<file path="config.mk">
export PLATFORM = sky130hd
export DESIGN_NAME = cblk_fetch_seq
export DESIGN_NICKNAME = d
export VERILOG_FILES = /design/src/rtl/cblk_pkg.sv /design/src/rtl/cblk_addr_gen.sv /design/src/rtl/cblk_mode_decode.sv /design/src/rtl/cblk_unit_pick.sv /design/src/rtl/cblk_fetch_seq.sv
export SDC_FILE = /design/constraint.sdc
export NUM_CORES = 1
export LEC_CHECK = 0
export BUFFER_PORTS_ARGS = -buffer_cell sky130_fd_sc_hd__buf_2
export CORE_MARGIN = 4
export CORE_UTILIZATION = 50
export CTS_CLUSTER_DIAMETER = 200
export DETAILED_ROUTE_END_ITERATION = 12
export HOLD_SLACK_MARGIN = 0.12
export PLACE_DENSITY_LB_ADDON = 0.2
export SLEW_MARGIN = 10
export SYNTH_ARGS = -nofsm -noshare
export SYNTH_HDL_FRONTEND = slang
export SYNTH_SLANG_ARGS = --single-unit
</file>
<file path="constraint.sdc">
create_clock -name clk -period 3.1 [get_ports clk]
set_input_delay 0.62 -clock clk [delete_from_list [all_inputs] [get_ports clk]]
set_output_delay 0.62 -clock clk [all_outputs]
set_load 0.005 [all_outputs]
</file>
<file path="src/rtl/cblk_pkg.sv">
package cblk_pkg;
  localparam int UNITS_PER_BLK = 4;
  localparam int UPB_LG        = 2;
  localparam int MODE_W        = 2;
  localparam int FIELDS_PER_B  = 8 / MODE_W;
  localparam int FPB_LG        = $clog2(FIELDS_PER_B);

  typedef enum logic [MODE_W-1:0] {
    CM_FULL  = 2'b00,
    CM_HALF  = 2'b01,
    CM_QUART = 2'b10,
    CM_RSVD  = 2'b11
  } cmode_e;

  typedef enum logic [1:0] {
    CS_OK    = 2'b00,
    CS_RANGE = 2'b01,
    CS_BADMD = 2'b10
  } cstat_e;

  typedef enum logic [2:0] {
    SQ_IDLE,
    SQ_MREQ,
    SQ_MWAIT,
    SQ_DREQ,
    SQ_DWAIT,
    SQ_DONE
  } seq_state_e;
endpackage

</file>
<file path="src/rtl/cblk_addr_gen.sv">
module cblk_addr_gen
  import cblk_pkg::*;
#(
  parameter int AW      = 32,
  parameter int IDX_W   = 20,
  parameter int UNIT_LG = 6
) (
  input  logic [AW-1:0]     data_base,
  input  logic [AW-1:0]     meta_base,
  input  logic [IDX_W-1:0]  idx,
  input  logic [UPB_LG-1:0] unit_sel,
  output logic [AW-1:0]     meta_addr,
  output logic [FPB_LG-1:0] field_sel,
  output logic [UPB_LG-1:0] req_unit,
  output logic [AW-1:0]     unit_addr
);
  localparam int BLK_W  = IDX_W - UPB_LG;
  localparam int BLK_LG = UPB_LG + UNIT_LG;

  logic [BLK_W-1:0] blk;
  logic [AW-1:0]    blk_off;
  logic [AW-1:0]    unit_off;

  always_comb begin
    blk       = idx[IDX_W-1:UPB_LG];
    req_unit  = idx[UPB_LG-1:0];
    field_sel = blk[FPB_LG-1:0];
    meta_addr = meta_base + AW'(blk >> FPB_LG);
    blk_off   = AW'(blk) << BLK_LG;
    unit_off  = AW'(unit_sel) << UNIT_LG;
    unit_addr = data_base + blk_off + unit_off;
  end
endmodule

</file>
<file path="src/rtl/cblk_mode_decode.sv">
module cblk_mode_decode
  import cblk_pkg::*;
(
  input  logic [7:0]               meta_byte,
  input  logic [FPB_LG-1:0]        field_sel,
  input  logic [UPB_LG-1:0]        req_unit,
  output logic [MODE_W-1:0]        mode,
  output logic [UNITS_PER_BLK-1:0] unit_mask,
  output logic                     bad_mode
);
  logic [7:0] shifted;

  always_comb begin
    shifted   = meta_byte >> (MODE_W * int'(field_sel));
    mode      = shifted[MODE_W-1:0];
    bad_mode  = 1'b0;
    unit_mask = '0;
    unique case (cmode_e'(mode))
      CM_FULL:  unit_mask = UNITS_PER_BLK'(1) << req_unit;
      CM_HALF:  unit_mask = UNITS_PER_BLK'(2'b11);
      CM_QUART: unit_mask = UNITS_PER_BLK'(1);
      CM_RSVD:  bad_mode  = 1'b1;
      default:  bad_mode  = 1'b1;
    endcase
  end
endmodule

</file>
<file path="src/rtl/cblk_unit_pick.sv">
module cblk_unit_pick
  import cblk_pkg::*;
(
  input  logic [UNITS_PER_BLK-1:0] pend,
  output logic [UNITS_PER_BLK-1:0] pick_oh,
  output logic [UPB_LG-1:0]        pick_idx
);
  logic [UNITS_PER_BLK-1:0] below;

  for (genvar i = 0; i < UNITS_PER_BLK; i++) begin : g_pri
    if (i == 0) begin : g_first
      assign below[i] = 1'b0;
    end else begin : g_rest
      assign below[i] = below[i-1] | pend[i-1];
    end
    assign pick_oh[i] = pend[i] & ~below[i];
  end

  always_comb begin
    pick_idx = '0;
    for (int k = 0; k < UNITS_PER_BLK; k++) begin
      if (pick_oh[k]) pick_idx = UPB_LG'(k);
    end
  end
endmodule

</file>
<file path="src/rtl/cblk_fetch_seq.sv">
module cblk_fetch_seq
  import cblk_pkg::*;
#(
  parameter int AW      = 32,
  parameter int IDX_W   = 20,
  parameter int UNIT_LG = 6
) (
  input  logic                     clk,
  input  logic                     rst_n,
  input  logic                     req_valid,
  output logic                     req_ready,
  input  logic [IDX_W-1:0]         req_index,
  input  logic [AW-1:0]            data_base,
  input  logic [AW-1:0]            meta_base,
  input  logic [IDX_W:0]           array_units,
  output logic                     mem_req_valid,
  input  logic                     mem_req_ready,
  output logic [AW-1:0]            mem_req_addr,
  input  logic                     mem_rsp_valid,
  output logic                     mem_rsp_ready,
  input  logic [7:0]               mem_rsp_data,
  output logic                     done_valid,
  output logic [1:0]               done_status,
  output logic [MODE_W-1:0]        done_mode,
  output logic [UNITS_PER_BLK-1:0] done_units
);
  seq_state_e               st_q;
  logic [IDX_W-1:0]         idx_q;
  logic [AW-1:0]            dbase_q;
  logic [AW-1:0]            mbase_q;
  logic [MODE_W-1:0]        mode_q;
  logic [UNITS_PER_BLK-1:0] mask_q;
  logic [UNITS_PER_BLK-1:0] pend_q;
  logic [1:0]               stat_q;
  logic                     outst_q;

  logic                     accept;
  logic                     out_of_range;
  logic [AW-1:0]            meta_addr;
  logic [AW-1:0]            unit_addr;
  logic [FPB_LG-1:0]        field_sel;
  logic [UPB_LG-1:0]        req_unit;
  logic [UPB_LG-1:0]        pick_idx;
  logic [UNITS_PER_BLK-1:0] pick_oh;
  logic [UNITS_PER_BLK-1:0] pend_left;
  logic [MODE_W-1:0]        dec_mode;
  logic [UNITS_PER_BLK-1:0] dec_mask;
  logic                     dec_bad;

  cblk_addr_gen #(.AW(AW), .IDX_W(IDX_W), .UNIT_LG(UNIT_LG)) u_addr (
    .data_base (dbase_q),
    .meta_base (mbase_q),
    .idx       (idx_q),
    .unit_sel  (pick_idx),
    .meta_addr (meta_addr),
    .field_sel (field_sel),
    .req_unit  (req_unit),
    .unit_addr (unit_addr)
  );

  cblk_mode_decode u_dec (
    .meta_byte (mem_rsp_data),
    .field_sel (field_sel),
    .req_unit  (req_unit),
    .mode      (dec_mode),
    .unit_mask (dec_mask),
    .bad_mode  (dec_bad)
  );

  cblk_unit_pick u_pick (
    .pend     (pend_q),
    .pick_oh  (pick_oh),
    .pick_idx (pick_idx)
  );

  assign req_ready     = (st_q == SQ_IDLE) || (st_q == SQ_DONE);
  assign accept        = req_valid && req_ready;
  assign out_of_range  = {1'b0, req_index} >= array_units;
  assign mem_req_valid = (st_q == SQ_MREQ) || (st_q == SQ_DREQ);
  assign mem_req_addr  = (st_q == SQ_MREQ) ? meta_addr : unit_addr;
  assign mem_rsp_ready = (st_q == SQ_MWAIT) || (st_q == SQ_DWAIT);
  assign done_valid    = (st_q == SQ_DONE);
  assign done_status   = stat_q;
  assign done_mode     = mode_q;
  assign done_units    = mask_q;
  assign pend_left     = pend_q & ~pick_oh;

  always_ff @(posedge clk) begin
    if (!rst_n) begin
      st_q    <= SQ_IDLE;
      idx_q   <= '0;
      dbase_q <= '0;
      mbase_q <= '0;
      mode_q  <= '0;
      mask_q  <= '0;
      pend_q  <= '0;
      stat_q  <= CS_OK;
    end else begin
      unique case (st_q)
        SQ_IDLE, SQ_DONE: begin
          if (accept) begin
            idx_q   <= req_index;
            dbase_q <= data_base;
            mbase_q <= meta_base;
            mode_q  <= '0;
            mask_q  <= '0;
            pend_q  <= '0;
            if (out_of_range) begin
              stat_q <= CS_RANGE;
              st_q   <= SQ_DONE;
            end else begin
              stat_q <= CS_OK;
              st_q   <= SQ_MREQ;
            end
          end else begin
            st_q <= SQ_IDLE;
          end
        end
        SQ_MREQ: if (mem_req_ready) st_q <= SQ_MWAIT;
        SQ_MWAIT: begin
          if (mem_rsp_valid) begin
            mode_q <= dec_mode;
            if (dec_bad) begin
              stat_q <= CS_BADMD;
              mask_q <= '0;
              st_q   <= SQ_DONE;
            end else begin
              mask_q <= dec_mask;
              pend_q <= dec_mask;
              st_q   <= SQ_DREQ;
            end
          end
        end
        SQ_DREQ: if (mem_req_ready) st_q <= SQ_DWAIT;
        SQ_DWAIT: begin
          if (mem_rsp_valid) begin
            pend_q <= pend_left;
            st_q   <= (pend_left == '0) ? SQ_DONE : SQ_DREQ;
          end
        end
        default: st_q <= SQ_IDLE;
      endcase
    end
  end

  always_ff @(posedge clk) begin
    if (!rst_n) outst_q <= 1'b0;
    else if (mem_req_valid && mem_req_ready) outst_q <= 1'b1;
    else if (mem_rsp_valid && mem_rsp_ready) outst_q <= 1'b0;
  end

  AST_REQ_HOLD: assert property (@(posedge clk) disable iff (!rst_n)
    mem_req_valid && !mem_req_ready |=> mem_req_valid && $stable(mem_req_addr));
  AST_ONE_OUTSTANDING: assert property (@(posedge clk) disable iff (!rst_n)
    mem_req_valid |-> !outst_q);
  AST_RANGE_QUIET: assert property (@(posedge clk) disable iff (!rst_n)
    accept && out_of_range |=> done_valid && (done_status == 2'b01) && !mem_req_valid);
  AST_FULL_ONE_UNIT: assert property (@(posedge clk) disable iff (!rst_n)
    done_valid && (done_status == 2'b00) && (done_mode == 2'b00) |-> $countones(done_units) == 1);
  AST_HALF_UNITS: assert property (@(posedge clk) disable iff (!rst_n)
    done_valid && (done_status == 2'b00) && (done_mode == 2'b01) |-> done_units == 4'b0011);
  AST_QUART_UNIT: assert property (@(posedge clk) disable iff (!rst_n)
    done_valid && (done_status == 2'b00) && (done_mode == 2'b10) |-> done_units == 4'b0001);
  AST_RSVD_EMPTY: assert property (@(posedge clk) disable iff (!rst_n)
    done_valid && (done_status == 2'b10) |-> (done_units == 4'b0000) && (done_mode == 2'b11));
  AST_READY_BUSY: assert property (@(posedge clk) disable iff (!rst_n)
    mem_req_valid || mem_rsp_ready |-> !req_ready);
endmodule

</file>
# --- Word level (Yosys, flattened, before mapping) ---
# Index checks and enable logic that the tools add are counted.
# W data, S select, Z words.
totals:
  register_bits: 99
  inputBits: 118
  wordCells: 85
classes:
  n_addsub: 3
  order_cmp: 1
  eq_ne: 15
  shift: 2
  mux: 31
  bitwise_logic: 10
  reduce_logical: 15
op_table:
  columns: ["cell", "count"]
  rows:
  - ["$add A32 B16 Y32", 1]
  - ["$add A32 B26 Y32", 1]
  - ["$add A32 B8 Y32", 1]
  - ["$mux W32", 1]
  - ["$mux W3", 8]
  - ["$mux W4", 6]
  - ["$pmux W4 S3", 2]
  - ["$ge A20 B21 Y1", 1]
  - ["$pmux W3 S5", 1]
  - ["$mux W2", 7]
  - ["$ne A2 B2 Y1 const B", 7]
  - ["$pmux W2 S2", 2]
  - ["$pmux W4 S2", 1]
  - ["$reduce_and A4 Y1", 2]
  - ["$shr A8 B3 Y2", 1]
  - ["$eq A3 B2 Y1 const B", 2]
  - ["$eq A3 B3 Y1 const B", 2]
  - ["$reduce_and A5 Y1", 1]
  - ["$and A4 B4 Y4", 1]
  - ["$eq A2 B2 Y1 const B", 2]
  - ["$logic_not A4 Y1", 1]
  - ["$not A4 Y4", 1]
  - ["$shl A1 B2 Y4 const A", 1]
  - ["$and A1 B1 Y1", 3]
  - ["other kinds (14)", 21]

# --- Longest topological paths before layout ---
depth:
  depth_word: 10
  ltp_mapped: 13
  ltp_nobuf: 13

# --- Cells and area by module ---
# From an unflattened synthesis, not the netlist that was laid out.
unflattened:
  cells_unflattened: 953
  area_unflattened_um2: 7547.2
by_module_without_submodules:
  columns: ["module", "instances", "cells_each", "area_per_inst_um2", "seq_area_each_um2"]
  rows:
  - ["cblk_fetch_seq", 1, 572, 4764.6, 1981.9]
  - ["cblk_addr_gen", 1, 354, 2555.0, 0.0]
  - ["cblk_mode_decode", 1, 18, 163.9, 0.0]
  - ["cblk_unit_pick", 1, 9, 63.8, 0.0]

# --- Worst setup path before layout ---
# Ideal clock, no wire load.
synth_timing:
  kind: "flip-flop to output port"
  startpoint: "reg pend_q[2]"
  endpoint: "out mem_req_addr[28]"
  arrival_time_ns: 2.639
  setup_slack_ns: -0.159
  stages_incl_launch_ff: 14
  path_buffers: 0
  path_cell_list: "dfxtp_1 > inv_1 > a21oi_1 > nor2_1 > ha_1 > fa_1 > a21oi_1 > o211ai_2 > a2111oi_2 > nor3_1 > o21ai_1 > a311oi_1 > xnor2_1 > mux2i_1"
synth_between:
  elab_chain_cells: 6
synth_rtl:
  columns: ["element", "line_no", "source"]
  rows:
  - ["start: declaration", "cblk_fetch_seq.sv:33", "logic [UNITS_PER_BLK-1:0] pend_q;"]
  - ["start signal: assignment", "cblk_fetch_seq.sv:129", "pend_q <= dec_mask;"]
  - ["start signal: assignment", "cblk_fetch_seq.sv:137", "pend_q <= pend_left;"]
  - ["$or A1 B1 Y1", "cblk_unit_pick.sv:14", "assign below[i] = below[i-1] | pend[i-1];"]
  - ["$not A1 Y1", "cblk_unit_pick.sv:16", "assign pick_oh[i] = pend[i] & ~below[i];"]
  - ["$and A1 B1 Y1", "cblk_unit_pick.sv:16", null]
  - ["$mux W2 (*)", "cblk_unit_pick.sv:22", "if (pick_oh[k]) pick_idx = UPB_LG'(k);"]
  - ["$add A32 B8 Y32 (*)", "cblk_addr_gen.sv:31", "unit_addr = data_base + blk_off + unit_off;"]
  - ["$mux W32 (*)", "cblk_fetch_seq.sv:80", "assign mem_req_addr = (st_q == SQ_MREQ) ? meta_addr : unit_addr;"]
  - ["end: declaration", "cblk_fetch_seq.sv:18", "output logic [AW-1:0] mem_req_addr,"]
# Mark *: on every way between the ends. The rest lies on a longest branch, timed or not.

# --- Final worst setup path ---
layout_timing:
  startpoint: "reg pend_q[2]"
  endpoint: "out mem_req_addr[26]"
# Same word-level chain as after synthesis.

==> metrics.md <==
| Metric | Value |
|---|---|
| Skew final | `0.00283 ns` |
| Starting density of the core | `51.3%` |
| WP buf/inv | `2` |
| Wire per inst | `15.2 um` |
| Clock tree root driver cell | `clkbuf_16` |
| Remaining antenna violation count after routing | `0` |
| Slowest CP cell | `a2111oi_4` |
| Synth unique cells | `61` |
| Synth top area cells | `dfxtp_1 (29%), nand2_1 (12%), ha_1 (11%)` |
| Clk slew on worst S/H paths | `0.07 ns` |
| Die height | `125 um` |
| Post-synthesis cell count | `885` |
| Layout cells sized above 1 | `26.8%` |
| Asr flop ratio synth | `0%` |
| CTS Buffer Depth | `2` |
| Final wirelength | `18900 um` |
| Worst-skew pair later-pin latency | `0.36 ns` |
| Mapped Area | `0.00683 mm2` |
| HPWL Detailed | `14200 um` |
| Remaining Overflow, GRT | `0` |
| CTS tree | `yes` |
| Unrepaired setup endpoints after global routing | `yes` |
| Syn. warnings | `0` |
| Power Dens Cells | `667 mW/mm2` |
| CP startpoint kind | `register` |
| Routability Congestion | `0.893` |
| Mean post-synth cell area | `7.71 um2` |
| Syn Nets | `1063` |
| Initial antenna violation count | `0` |
| Worst VDD drop | `0.343 mV` |
| Nets@finish | `1242` |
| Failing checks | `setup timing` |
| Area delta synth->final | `28.4%` |
| Post-synth EDFFs | `0` |
| DRC errors left | `0` |
| Primary FF master, synth | `dfxtp_1` |
| Critical path endpoint category | `primary output` |
| Final instance area | `0.00876 mm2` |
| Commonest non-fill, non-tap cells in the layout | `nand2_1 (223), buf_2 (161), dfxtp_1 (94)` |
| Number of global-route vias before repair | `6291` |
| Setup TNS | `-8.47 ns` |
| Hold slack | `0.458 ns` |
| All-layer global routing usage | `23.8%` |
| Crit-path cells | `inv_2 -> a21oi_2 -> nor2_1 -> ha_2 -> fa_2 -> a21oi_4 -> o211ai_2 -> a2111oi_4 -> nor3_2 -> o21ai_2 -> a31oi_1 -> xnor2_1 -> mux2i_1 -> buf_2` |
| WS Path Type | `register to primary output` |
| Placement-stage cell area | `0.00810 mm2` |
| Yosys reg bits | `99` |
| PnR worst setup slack | `-0.641 ns` |
| Hold crit path type | `register to register` |
| Row cnt | `42` |
| Worst Max-Slew Pin Slew | `0.587 ns` |
| Yosys top cell area share | `29.0%` |
| Seq/Total Area, Yosys | `29.0%` |
| Most common cell after layout, fill and taps aside | `nand2_1` |
| Status | `complete, but fails checks` |
| H-tree level count | `3` |
| Pre-antenna DRT Iters | `5` |
| Minimum clock period | `3.74 ns` |
| Pre-CTS setup slack | `-0.262 ns` |
| Routed vias | `6693` |
| Crit path DAT | `3.12 ns` |
| First-pass GRT wire length | `30300 um` |
| Num ports | `162` |
| Via density per instance | `5.38` |
| Slowest stage delay, CP | `0.44 ns` |
| # clock sinks | `99` |
| Worst relative slew slack | `60.7%` |
| Die area | `0.0156 mm2` |
| Required time worst endpoint | `2.48 ns` |
| # setup viols final | `22` |
| Max Cap Violations | `0` |
| Crit share post-route | `121%` |
| Final Hold Fails | `0` |
| Pins Over Slew Limit | `0` |
| Core Box Area | `0.0133 mm2` |
| Die X | `125 um` |
| Initial DRC count | `349` |
| Ant. Diodes | `0` |
| Synth area leader | `dfxtp_1` |
| Largest net degree at the start of global routing | `77` |
| Lkg Pwr | `3.96 nW` |
| Total Power | `5.84 mW` |
| Port Buf Inserts | `161` |
| Worst-path fanout max | `4` |
| Delay-heaviest family, CP | `compound AO/OA/AOI/OAI gates` |
| CTS buffer count | `9` |
| Hold Buf Count CTS | `0` |
| Fmax | `267 MHz` |
-- flip-flops by register name, indices dropped and copies added, names as in the netlist --
register	flops
done_status	2
idx_q	20
pend_q	4
done_units	4
st_q	3
mbase_q	32
dbase_q	32
done_mode	2
-- power breakdown --
| group | switching (mW) | leakage (nW) | internal, mW |
|---|---|---|---|
| clock network | 0.505 | 0.183 | 0.894 |
| logic | 1.55 | 2.97 | 1.12 |
| registers | 0.239 | 0.813 | 1.53 |
| total | 2.30 | 3.96 | 3.55 |
-- through the flow --
stage | instances | utilization [%]
after floorplan | 885 | -
after global placement | 1222 | 60.9
after detailed placement | 1222 | 60.9
after CTS | 1241 | 64.7
after global routing | 1245 | 65.9
final | 1245 | 65.9
-- tightest hold or removal path: cells and delay by family, from the launching register on --
| kind | cells | cell delay, ns |
|---|---|---|
| and+or+nand+nor | 1 | 0.05 |
| AOI/OAI and AO/OA | 1 | 0.05 |
| DFF | 1 | 0.31 |
-- path summary, 6_finish.rpt --
kind / depth (start not counted) / to / start / slack, ns
setup / recovery: 14 / mem_req_addr[26] / pend_q[2] / -0.64
hold / removal: 2 / done_mode[0] / done_mode[0] / 0.46
setup reg to reg: 9 / done_status[0] / st_q[2] / 0.68
hold reg to reg: 2 / done_mode[0] / done_mode[0] / 0.46
-- per-layer routing --
layer / GRT usage [%] / wire (um) / up-vias
met5: 0 / 0 / -
met4: 9.50 / 571 / 0
met3: 5.36 / 977 / 37
met2: 38.6 / 8690 / 172
met1: 30.6 / 8620 / 3075
li1: - / - / 3409
-- layout make-up --
class                           count  area [um2]
Timing Repair Buffer              207        1220
Clock buffer                       10         239
Clock inverter                      6         134
Multi-Input combinational cell    714        4830
Sequential cell                    99        1990
Inverter                           33         124
Fill cell                        1184        4530
Tap cell                          176         220
-- kinds of logic after synthesis --
family                     synth area share (%)
and+or+nand+nor                            22.2
DFF                                        29.0
muxes                                      2.13
adders and majority gates                  11.2
AOI/OAI and AO/OA                          25.2
buffers and inverters                      3.96
xor gates and xnor gates                   6.29
-- Yosys cell counts, types with 2 or more instances --
library cell    n
ha_1           58
nand3b_1        3
nand2_1       224
a21oi_1        42
clkbuf_1       32
o31ai_1         3
a21o_2          2
a22oi_1         2
a211o_1         3
nor3b_1         2
o2111ai_2       2
nand3_1        16
a21boi_0       92
and3_1          9
o21a_1          9
nor3_1         14
dfxtp_1        99
mux4_2          2
a311oi_1        4
buf_1           7
a31oi_1         4
or3_1           3
o21ai_0        38
nand4_1         5
a31o_2          2
nor2b_1         9
xnor2_1        20
a211oi_1        8
and4_1          2
o21bai_1        2
or2_2           3
o21ai_1         8
xor2_1         29
and2_1          4
mux2i_1        10
inv_1          32
nand2b_1        8
nor2_1         40
a21o_1         10
fa_1            2
-- timing repair --
item,in CTS,in global routing
pin swaps,19,19
endpoints found under the setup margin,25,25
buffers inserted,3,5
cloned,0,0
gates resized for setup,29,27
Note: power is estimated with default switching activity, not from simulation.
